[config.mk]
export PLATFORM = sky130hd
export DESIGN_NAME = pcie_pwrup_seq
export DESIGN_NICKNAME = d
export VERILOG_FILES = /design/src/rtl/pcie_pwrup_pkg.sv /design/src/rtl/pcie_pwrup_timer.sv /design/src/rtl/pcie_pwrup_ctrl.sv /design/src/rtl/pcie_pwrup_outreg.sv /design/src/rtl/pcie_pwrup_seq.sv
export SDC_FILE = /design/constraint.sdc
export NUM_CORES = 1
export LEC_CHECK = 0
export BUFFER_PORTS_ARGS = -buffer_cell sky130_fd_sc_hd__buf_2
export CAP_MARGIN = 20
export CORE_MARGIN = 3
export CORE_UTILIZATION = 34
export CTS_CLUSTER_DIAMETER = 60
export CTS_CLUSTER_SIZE = 40
export DETAILED_ROUTE_END_ITERATION = 16
export PLACE_DENSITY = 0.61
export REMOVE_ABC_BUFFERS = 1
export SYNTH_ARGS = -nofsm -noshare
export SYNTH_HDL_FRONTEND = slang
export SYNTH_SLANG_ARGS = --single-unit
[constraint.sdc]
create_clock -name clk_i -period 3.45 [get_ports clk_i]
set_input_delay 0.69 -clock clk_i [delete_from_list [all_inputs] [get_ports clk_i]]
set_output_delay 0.69 -clock clk_i [all_outputs]
set_load 0.005 [all_outputs]
[src/rtl/pcie_pwrup_pkg.sv]
package pcie_pwrup_pkg;

  localparam int unsigned NUM_CORE_RST = 3;

  typedef enum logic [3:0] {
    PH_IDLE,
    PH_PERST_LO,
    PH_REFCLK,
    PH_RST_PRE,
    PH_RST_PULSE,
    PH_RST_POST,
    PH_REL_LOW,
    PH_SETTLE,
    PH_DONE
  } phase_e;

  function automatic logic is_timed(phase_e p);
    return (p != PH_IDLE) && (p != PH_DONE);
  endfunction

endpackage

[src/rtl/pcie_pwrup_timer.sv]
module pcie_pwrup_timer #(
  parameter int unsigned CNT_W = 8
) (
  input  logic             clk_i,
  input  logic             rst_ni,
  input  logic             load_i,
  input  logic [CNT_W-1:0] load_val_i,
  output logic             expired_o
);

  logic [CNT_W-1:0] cnt_q;

  always_ff @(posedge clk_i or negedge rst_ni) begin
    if (!rst_ni)             cnt_q <= '0;
    else if (load_i)         cnt_q <= load_val_i;
    else if (cnt_q != '0)    cnt_q <= cnt_q - 1'b1;
  end

  assign expired_o = (cnt_q == '0);

endmodule

[src/rtl/pcie_pwrup_ctrl.sv]
module pcie_pwrup_ctrl
  import pcie_pwrup_pkg::*;
#(
  parameter int unsigned CNT_W       = 8,
  parameter int unsigned D_PERST_LO  = 1,
  parameter int unsigned D_REFCLK    = 1,
  parameter int unsigned D_RST_PRE   = 1,
  parameter int unsigned D_RST_PULSE = 1,
  parameter int unsigned D_RST_POST  = 1,
  parameter int unsigned D_REL_LOW   = 1,
  parameter int unsigned D_SETTLE    = 1
) (
  input  logic             clk_i,
  input  logic             rst_ni,
  input  logic             start_i,
  input  logic             stop_i,
  input  logic             expired_i,
  output phase_e           state_q_o,
  output phase_e           state_d_o,
  output logic             load_o,
  output logic [CNT_W-1:0] load_val_o
);

  phase_e state_q, state_d;

  always_comb begin
    state_d = state_q;
    if (stop_i) begin
      state_d = PH_IDLE;
    end else begin
      unique case (state_q)
        PH_IDLE, PH_DONE: if (start_i) state_d = PH_PERST_LO;
        PH_PERST_LO:      if (expired_i) state_d = PH_REFCLK;
        PH_REFCLK:        if (expired_i) state_d = PH_RST_PRE;
        PH_RST_PRE:       if (expired_i) state_d = PH_RST_PULSE;
        PH_RST_PULSE:     if (expired_i) state_d = PH_RST_POST;
        PH_RST_POST:      if (expired_i) state_d = PH_REL_LOW;
        PH_REL_LOW:       if (expired_i) state_d = PH_SETTLE;
        PH_SETTLE:        if (expired_i) state_d = PH_DONE;
        default:          state_d = PH_IDLE;
      endcase
    end
  end

  // Counter is loaded with duration-1 on phase entry: the phase lasts D cycles.
  always_comb begin
    load_val_o = '0;
    unique case (state_d)
      PH_PERST_LO:  load_val_o = CNT_W'(D_PERST_LO - 1);
      PH_REFCLK:    load_val_o = CNT_W'(D_REFCLK - 1);
      PH_RST_PRE:   load_val_o = CNT_W'(D_RST_PRE - 1);
      PH_RST_PULSE: load_val_o = CNT_W'(D_RST_PULSE - 1);
      PH_RST_POST:  load_val_o = CNT_W'(D_RST_POST - 1);
      PH_REL_LOW:   load_val_o = CNT_W'(D_REL_LOW - 1);
      PH_SETTLE:    load_val_o = CNT_W'(D_SETTLE - 1);
      default:      load_val_o = '0;
    endcase
  end

  assign load_o = (state_d != state_q) && is_timed(state_d);

  always_ff @(posedge clk_i or negedge rst_ni) begin
    if (!rst_ni) state_q <= PH_IDLE;
    else         state_q <= state_d;
  end

  assign state_q_o = state_q;
  assign state_d_o = state_d;

endmodule

[src/rtl/pcie_pwrup_outreg.sv]
module pcie_pwrup_outreg
  import pcie_pwrup_pkg::*;
#(
  parameter int unsigned NUM_PERST = 2
) (
  input  logic                    clk_i,
  input  logic                    rst_ni,
  input  logic                    stop_i,
  input  phase_e                  state_q_i,
  input  phase_e                  state_d_i,
  output logic                    refclk_en_o,
  output logic [NUM_PERST-1:0]    perst_n_o,
  output logic [NUM_CORE_RST-1:0] core_rst_o,
  output logic                    busy_o,
  output logic                    done_o
);

  logic enter;
  assign enter = (state_d_i != state_q_i);

  always_ff @(posedge clk_i or negedge rst_ni) begin
    if (!rst_ni)                                  refclk_en_o <= 1'b0;
    else if (stop_i)                              refclk_en_o <= 1'b0;
    else if (enter && state_d_i == PH_REFCLK)     refclk_en_o <= 1'b1;
  end

  for (genvar i = 0; i < NUM_PERST; i++) begin : g_perst
    always_ff @(posedge clk_i or negedge rst_ni) begin
      if (!rst_ni) begin
        perst_n_o[i] <= 1'b0;
      end else if (enter && !stop_i) begin
        if (state_d_i == PH_PERST_LO || state_d_i == PH_REL_LOW) perst_n_o[i] <= 1'b0;
        else if (state_d_i == PH_SETTLE)                         perst_n_o[i] <= 1'b1;
      end
    end
  end

  for (genvar j = 0; j < NUM_CORE_RST; j++) begin : g_core
    always_ff @(posedge clk_i or negedge rst_ni) begin
      if (!rst_ni) begin
        core_rst_o[j] <= 1'b0;
      end else if (enter && !stop_i) begin
        if (state_d_i == PH_RST_PULSE)                             core_rst_o[j] <= 1'b1;
        else if (state_d_i == PH_RST_PRE || state_d_i == PH_RST_POST) core_rst_o[j] <= 1'b0;
      end
    end
  end

  always_ff @(posedge clk_i or negedge rst_ni) begin
    if (!rst_ni) begin
      busy_o <= 1'b0;
      done_o <= 1'b0;
    end else begin
      busy_o <= is_timed(state_d_i);
      done_o <= (state_d_i == PH_DONE);
    end
  end

endmodule

[src/rtl/pcie_pwrup_seq.sv]
module pcie_pwrup_seq
  import pcie_pwrup_pkg::*;
#(
  parameter int unsigned NUM_PERST      = 2,
  parameter int unsigned CYC_PER_US     = 200,
  parameter int unsigned T_PERST_LO_US  = 1000,
  parameter int unsigned T_REFCLK_US    = 1000,
  parameter int unsigned T_RST_PRE_US   = 1000,
  parameter int unsigned T_RST_PULSE_US = 100000,
  parameter int unsigned T_RST_POST_US  = 5000,
  parameter int unsigned T_REL_LOW_US   = 1000,
  parameter int unsigned T_SETTLE_US    = 250000
) (
  input  logic                 clk_i,
  input  logic                 rst_ni,
  input  logic                 start_i,
  input  logic                 stop_i,
  output logic                 refclk_en_o,
  output logic [NUM_PERST-1:0] perst_n_o,
  output logic [2:0]           core_rst_o,
  output logic                 busy_o,
  output logic                 done_o
);

  localparam int unsigned D_PERST_LO  = T_PERST_LO_US  * CYC_PER_US;
  localparam int unsigned D_REFCLK    = T_REFCLK_US    * CYC_PER_US;
  localparam int unsigned D_RST_PRE   = T_RST_PRE_US   * CYC_PER_US;
  localparam int unsigned D_RST_PULSE = T_RST_PULSE_US * CYC_PER_US;
  localparam int unsigned D_RST_POST  = T_RST_POST_US  * CYC_PER_US;
  localparam int unsigned D_REL_LOW   = T_REL_LOW_US   * CYC_PER_US;
  localparam int unsigned D_SETTLE    = T_SETTLE_US    * CYC_PER_US;
  localparam int unsigned D_MAX_A = (D_PERST_LO > D_REFCLK) ? D_PERST_LO : D_REFCLK;
  localparam int unsigned D_MAX_B = (D_RST_PRE > D_RST_PULSE) ? D_RST_PRE : D_RST_PULSE;
  localparam int unsigned D_MAX_C = (D_RST_POST > D_REL_LOW) ? D_RST_POST : D_REL_LOW;
  localparam int unsigned D_MAX_D = (D_MAX_A > D_MAX_B) ? D_MAX_A : D_MAX_B;
  localparam int unsigned D_MAX_E = (D_MAX_C > D_SETTLE) ? D_MAX_C : D_SETTLE;
  localparam int unsigned D_MAX   = (D_MAX_D > D_MAX_E) ? D_MAX_D : D_MAX_E;
  localparam int unsigned CNT_W   = (D_MAX > 1) ? $clog2(D_MAX) : 1;

  phase_e           state_q, state_d;
  logic             load, expired;
  logic [CNT_W-1:0] load_val;

  pcie_pwrup_ctrl #(
    .CNT_W       (CNT_W),
    .D_PERST_LO  (D_PERST_LO),
    .D_REFCLK    (D_REFCLK),
    .D_RST_PRE   (D_RST_PRE),
    .D_RST_PULSE (D_RST_PULSE),
    .D_RST_POST  (D_RST_POST),
    .D_REL_LOW   (D_REL_LOW),
    .D_SETTLE    (D_SETTLE)
  ) u_ctrl (
    .clk_i      (clk_i),
    .rst_ni     (rst_ni),
    .start_i    (start_i),
    .stop_i     (stop_i),
    .expired_i  (expired),
    .state_q_o  (state_q),
    .state_d_o  (state_d),
    .load_o     (load),
    .load_val_o (load_val)
  );

  pcie_pwrup_timer #(.CNT_W(CNT_W)) u_timer (
    .clk_i      (clk_i),
    .rst_ni     (rst_ni),
    .load_i     (load),
    .load_val_i (load_val),
    .expired_o  (expired)
  );

  pcie_pwrup_outreg #(.NUM_PERST(NUM_PERST)) u_outreg (
    .clk_i       (clk_i),
    .rst_ni      (rst_ni),
    .stop_i      (stop_i),
    .state_q_i   (state_q),
    .state_d_i   (state_d),
    .refclk_en_o (refclk_en_o),
    .perst_n_o   (perst_n_o),
    .core_rst_o  (core_rst_o),
    .busy_o      (busy_o),
    .done_o      (done_o)
  );

endmodule

Word level (Yosys, flattened, before mapping):

Cells that the tools add are included.

* register bits after elaboration: 35
* input bits: 4
* word-level logic and storage cells: 64

* $add $sub $neg: 1
* equality and inequality tests: 18
* muxes and demuxes: 19
* reductions and logical operators: 19

Operators with widths (count)
* $pmux W26 S4: 1
* $mux W26: 2
* $mux W4: 9
* $eq A4 B3 Y1 const B: 8
* $pmux W4 S8: 1
* $logic_not A26 Y1: 1
* $reduce_bool A26 Y1: 1
* $sub A26 B1 Y26 const B: 1
* $eq A4 B2 Y1 const B: 4
* $eq A4 B1 Y1 const B: 2
* $eq A4 B4 Y1 const B: 2
* $reduce_bool A2 Y1: 4
* $mux W1: 6
* $logic_and A1 B1 Y1: 4
* $logic_not A4 Y1: 1
* $ne A4 B4 Y1: 1
* $ne A4 B4 Y1 const B: 1
* $reduce_and A2 Y1: 2
* $reduce_bool A4 Y1: 1
* $reduce_or A4 Y1: 1
* $logic_or A1 B1 Y1: 2
* $reduce_or A2 Y1: 1
* $logic_not A1 Y1: 1

Longest topological paths before layout:

* word-level depth: 8
* gate-level depth with buffers: 11
* mapped depth without buffers: 10

Modules after synthesis:

From an unflattened synthesis, not the netlist that was laid out.

* cell total of the unflattened synthesis: 271
* area total of the unflattened synthesis: 2438.6 um^2

By module, submodules not included
* pcie_pwrup_timer: times used 1, cells an instance 171, area each 1535.2 um^2, sequential area each 650.6 um^2
* pcie_pwrup_ctrl: times used 1, cells an instance 70, area each 595.6 um^2, sequential area each 100.1 um^2
* pcie_pwrup_outreg: times used 1, cells an instance 30, area each 307.8 um^2, sequential area each 125.1 um^2

Worst setup path before layout:

Ideal clock, no wire load.

* path kind: reg-to-reg
* start point: register u_timer.cnt_q[0]
* end point: register u_outreg.perst_n_o[0]
* library setup time: 0.104 ns
* data arrival time: 2.827 ns
* required time: 3.346 ns
* slack: 0.519 ns
* cell stages (with the launch flop): 12
* period minus slack after synthesis: 2.931 ns
* cell sequence: dfrtp_1 > inv_1 > ha_1 > nor4b_1 > nand3_1 > nor4_4 > mux2_4 > inv_2 > and2_0 > buf_2 > nand3_2 > a221oi_1

* longest elaborated chain between the ends: 8
* elaborated cells between the ends (all ways): 19

RTL lines
* start, declared: RTL line pcie_pwrup_timer.sv:11 `logic [CNT_W-1:0] cnt_q;`
* start signal, assigned: RTL line pcie_pwrup_timer.sv:15 `else if (load_i) cnt_q <= load_val_i;`
* start signal, assigned: RTL line pcie_pwrup_timer.sv:16 `else if (cnt_q != '0) cnt_q <= cnt_q - 1'b1;`
* $logic_not A26 Y1 *: RTL line pcie_pwrup_timer.sv:19 `assign expired_o = (cnt_q == '0);`
* $mux W4 (tied with other cells): RTL line pcie_pwrup_ctrl.sv:39 `PH_SETTLE: if (expired_i) state_d = PH_DONE;`
* $pmux W4 S8 *: RTL line pcie_pwrup_ctrl.sv:31 `unique case (state_q)`
* $mux W4 *: RTL line pcie_pwrup_ctrl.sv:28 `if (stop_i) begin`
* named net state_d[2]: RTL line pcie_pwrup_seq.sv:40 `phase_e state_q, state_d;`
* $eq A4 B1 Y1 or $eq A4 B3 Y1 (tied branches): RTL line pcie_pwrup_outreg.sv:32 `if (state_d_i == PH_PERST_LO || state_d_i == PH_REL_LOW) perst_n_o[i] <= 1'b0;`
* $logic_or A1 B1 Y1: RTL line pcie_pwrup_outreg.sv:32
* $reduce_bool A2 Y1 (no source line)
* $reduce_and A2 Y1 (no source line)
* end signal, assigned by index: RTL line pcie_pwrup_outreg.sv:30 `perst_n_o[i] <= 1'b0;`
* end signal, assigned by index: RTL line pcie_pwrup_outreg.sv:32
* end signal, assigned by index: RTL line pcie_pwrup_outreg.sv:33 `else if (state_d_i == PH_SETTLE) perst_n_o[i] <= 1'b1;`
* end, declared: RTL line pcie_pwrup_outreg.sv:12 `output logic [NUM_PERST-1:0] perst_n_o,`

The timed path passes the listed nets; every way through them passes the cells marked *.
A chain may end at the register's enable or synchronous reset.

Worst setup path after layout:

* start point: register u_timer.cnt_q[14]
* end point: register u_outreg.perst_n_o[0]

The elaborated chain is that of the path after synthesis.

==> results.py <==
metrics = {
    "placement": {
        "port_buffers": 11,
        "place_ws_ns": 0.263,
        "place_hpwl_um": 3490,
        "gp_congestion": 0.885,
        "place_area_um2": 2180,
    },
    "sta": {
        "fin_crit_sh_pct": 91.7,
        "finalSetupTns_ns": 0,
        "fin_crit_ns": 3.16,
        "tightestPinTransition_ns": 0.788,
        "fin_ws_ns": 0.286,
        "timing.fmax_ghz": 0.316,
        "final_max_slew_viol_count": 0,
        "setup_viol_count_final": 0,
        "fin_skew_ns": 0.0104,
        "finalHoldViolations": 0,
        "relSlewSlack_pct": 47.5,
        "grt_setup_unrepaired": "false",
    },
    "outcome": {
        "outcome": "complete, no violations",
    },
    "yosys": {
        "syn-cell-area_um2": 2040,
        "synthTopCellsByArea": "dfrtp_1, xnor2_1, nor2_1",
        "synth_top_area_share_pct": 42.9,
        "synth_seq_area_share_pct": 42.9,
        "synth.distinct_cells": 52,
        "postSynthCellCount": 221,
        "synth_edf_count": 0,
        "ys_ff_latch": 35,
        "synth_area_leader_cell": "dfrtp_1",
        "ys.warnings.count": 0,
        "synth_ff_type": "dfrtp_1",
        "async_reset_ff_share_pct": 100,
        "syn_area_per_cell_um2": 9.25,
    },
    "worst_setup_path": {
        "start_kind": "register",
        "r2r-start": "u_timer.cnt_q[14]$_DFFE_PN0P_",
        "r2r_cells": 8,
        "r2r-end": "u_outreg.perst_n_o[0]$_DFFE_PN0P_",
        "cp_max_fo": 9,
        "crit_chain": "or3_4 > or4_1 > nor4_4 > mux2_4 > inv_2 > and2_0 > nand3_2 > a221oi_1",
        "cp.arrival_ns": 3.36,
        "critPathKind": "reg2reg",
        "cp_num_buf_inv": 1,
        "slowest_stage": "or4_1",
        "slowest_delay_ns": 0.67,
        "rrSetupSlack_ns": 0.29,
        "critPathTopFamily": "simple AND/OR/NAND/NOR gates",
        "worstPathRequired_ns": 3.64,
        "endpoint_kind": "register",
    },
    "layout": {
        "drive_gt1_share_pct": 15.5,
        "syn_to_final_growth_pct": 10.1,
        "nets": 239,
        "antenna_cells": 0,
        "fin_area_um2": 2250,
        "fillers": 554,
    },
    "power": {
        "p_leak_uw": 0.000918,
        "power_density_nw_per_um2": 394,
        "ir_worst_vdd_mv": 0.136,
    },
    "global_routing": {
        "gr-usage-all-layers_pct": 14.1,
        "antenna_found_initial": 0,
        "grt.overflow.total": 0,
        "grt_pass1_wl_um": 8000,
        "grt_pass1_vias": 1594,
        "grt_max_degree": 36,
    },
    "floorplan": {
        "boundaryPins": 12,
        "die-area_um2": 6980,
        "fp-row-count": 27,
        "die_h_um": 83.5,
        "core_um2": 5680,
        "initial_core_util_pct": 36.0,
        "dieWidth_um": 83.5,
    },
    "clock_network": {
        "clock-root-buffer": "clkbuf_8",
        "clockBufferDepth": 2,
        "cts_resized": 0,
        "cts_made_buffers": 5,
        "clk_pin_slew_ns": 0.07,
        "cts_tree": "built",
        "cts_sinks": 35,
        "post-cts-setup-buffers": 0,
        "htree_levels": 2,
        "clock_latency_ns": 0.29,
        "ctsHoldBuffers": 0,
    },
    "drt": {
        "viasPerCell": 5.42,
        "route.detailed.wl_per_inst_um": 15.4,
        "drt_iter0_drc": 150,
        "firstDrtPassIters": 4,
        "finalWirelength_um": 4680,
        "ant_nets": 0,
        "drc": 0,
        "vias": 1654,
    },
    "run": {
        "drv_cap": 0,
    },
    "hold_path": {
        "hold_class": "in2async",
    },
}
## through the flow
stage	power (uW)	util (%)	hold slack, ns	std cells
after floorplan	577	-	0.394	209
after CTS	894	39.6	0.513	305
after detailed placement	622	38.4	0.511	299
final	887	39.6	0.484	305
after global routing	940	39.6	0.553	305
after global placement	619	38.4	0.504	299
## how the worst max path moves through the flow
stage | cells after the start | endpoint | from | slack [ns]
floorplan | 7 | u_timer.cnt_q[7]$_DFFE_PN0P_ | u_timer.cnt_q[13]$_DFFE_PN0P_ | 0.32
global placement | 8 | u_outreg.perst_n_o[0]$_DFFE_PN0P_ | u_timer.cnt_q[13]$_DFFE_PN0P_ | 0.30
detailed placement | 8 | u_outreg.perst_n_o[0]$_DFFE_PN0P_ | u_timer.cnt_q[13]$_DFFE_PN0P_ | 0.26
CTS | 8 | u_outreg.perst_n_o[0]$_DFFE_PN0P_ | u_timer.cnt_q[13]$_DFFE_PN0P_ | 0.28
global route | 9 | u_timer.cnt_q[14]$_DFFE_PN0P_ | u_timer.cnt_q[14]$_DFFE_PN0P_ | 0.09
finish | 8 | u_outreg.perst_n_o[0]$_DFFE_PN0P_ | u_timer.cnt_q[14]$_DFFE_PN0P_ | 0.29
## final cells by class
class	instances	area [um2]	area share, %
sequential	35	876	38.9
inverter	7	26.3	1.17
timing repair buffer	18	108	4.78
multi-input combinational	167	1080	47.9
tap	72	90.1	4.00
clock buffer	6	72.6	3.23
## registers in the layout, indices dropped and copies added, names as in the netlist
register,cells
u_ctrl.state_q_o,4
u_outreg.core_rst_o,1
u_timer.cnt_q,26
u_outreg.refclk_en_o,1
u_outreg.perst_n_o,1
u_outreg.done_o,1
u_outreg.busy_o,1
## Yosys cell counts, types with 2 or more instances
| library cell | n |
|---|---|
| or3_4 | 2 |
| o21ai_0 | 10 |
| nor3_1 | 11 |
| a21oi_1 | 9 |
| o31ai_1 | 2 |
| o31a_1 | 3 |
| nor3b_1 | 2 |
| o22ai_1 | 4 |
| nand3_1 | 6 |
| nand2_1 | 17 |
| inv_2 | 2 |
| xnor2_1 | 13 |
| o21ai_1 | 5 |
| nor2_1 | 27 |
| a21boi_0 | 2 |
| a31oi_1 | 2 |
| nor4_1 | 7 |
| buf_2 | 3 |
| clkbuf_1 | 5 |
| or3_1 | 6 |
| or4_1 | 5 |
| inv_1 | 5 |
| dfrtp_1 | 35 |
| buf_4 | 4 |
| xor2_1 | 7 |
## logic make-up after synthesis
logic type               after synthesis  share of synthesized area [%]
AND/OR/NAND/NOR                       94                           24.9
AO/OA/AOI/OAI                         50                           17.4
flip-flops                            35                           42.9
XOR/XNOR                              20                           8.57
buffers and inverters                 19                           4.41
multiplexers                           2                           1.29
adder cells (fa/ha/maj)                1                          0.612
## layout by cell type (no fill, tap or decap), drive strengths merged, types with 2 or more instances in the layout
cell    Yosys  layout
mux2        2       2
nor4        8       8
o31ai       3       3
o21ai      16      16
nand3       7       7
a21boi      2       2
dfrtp      35      35
nor3b       2       2
a31oi       2       2
or3         8       8
nor2       27      27
or4         5       5
o31a        3       3
xnor2      13      13
a21oi       9       9
buf         7      18
xor2        7       7
nor3       12      12
o22ai       4       4
a211oi      2       2
nand2      18      18
inv         7       7
clkbuf      5       6
## power breakdown
part / total, uW / internal (uW) / switching, uW
Combinational: 131 / 60.4 / 70.6
Sequential: 482 / 444 / 38.5
Clock: 274 / 135 / 139
## metal layers
layer  vias up  wire length (um)  GRT usage (%)
met5         -                 0              0
met4         0                61           4.97
met3         4               236           3.06
met2        42              2160           22.0
met1       792              2230           19.3
li1        816                 -              -
(Power assumes the default switching activity.)
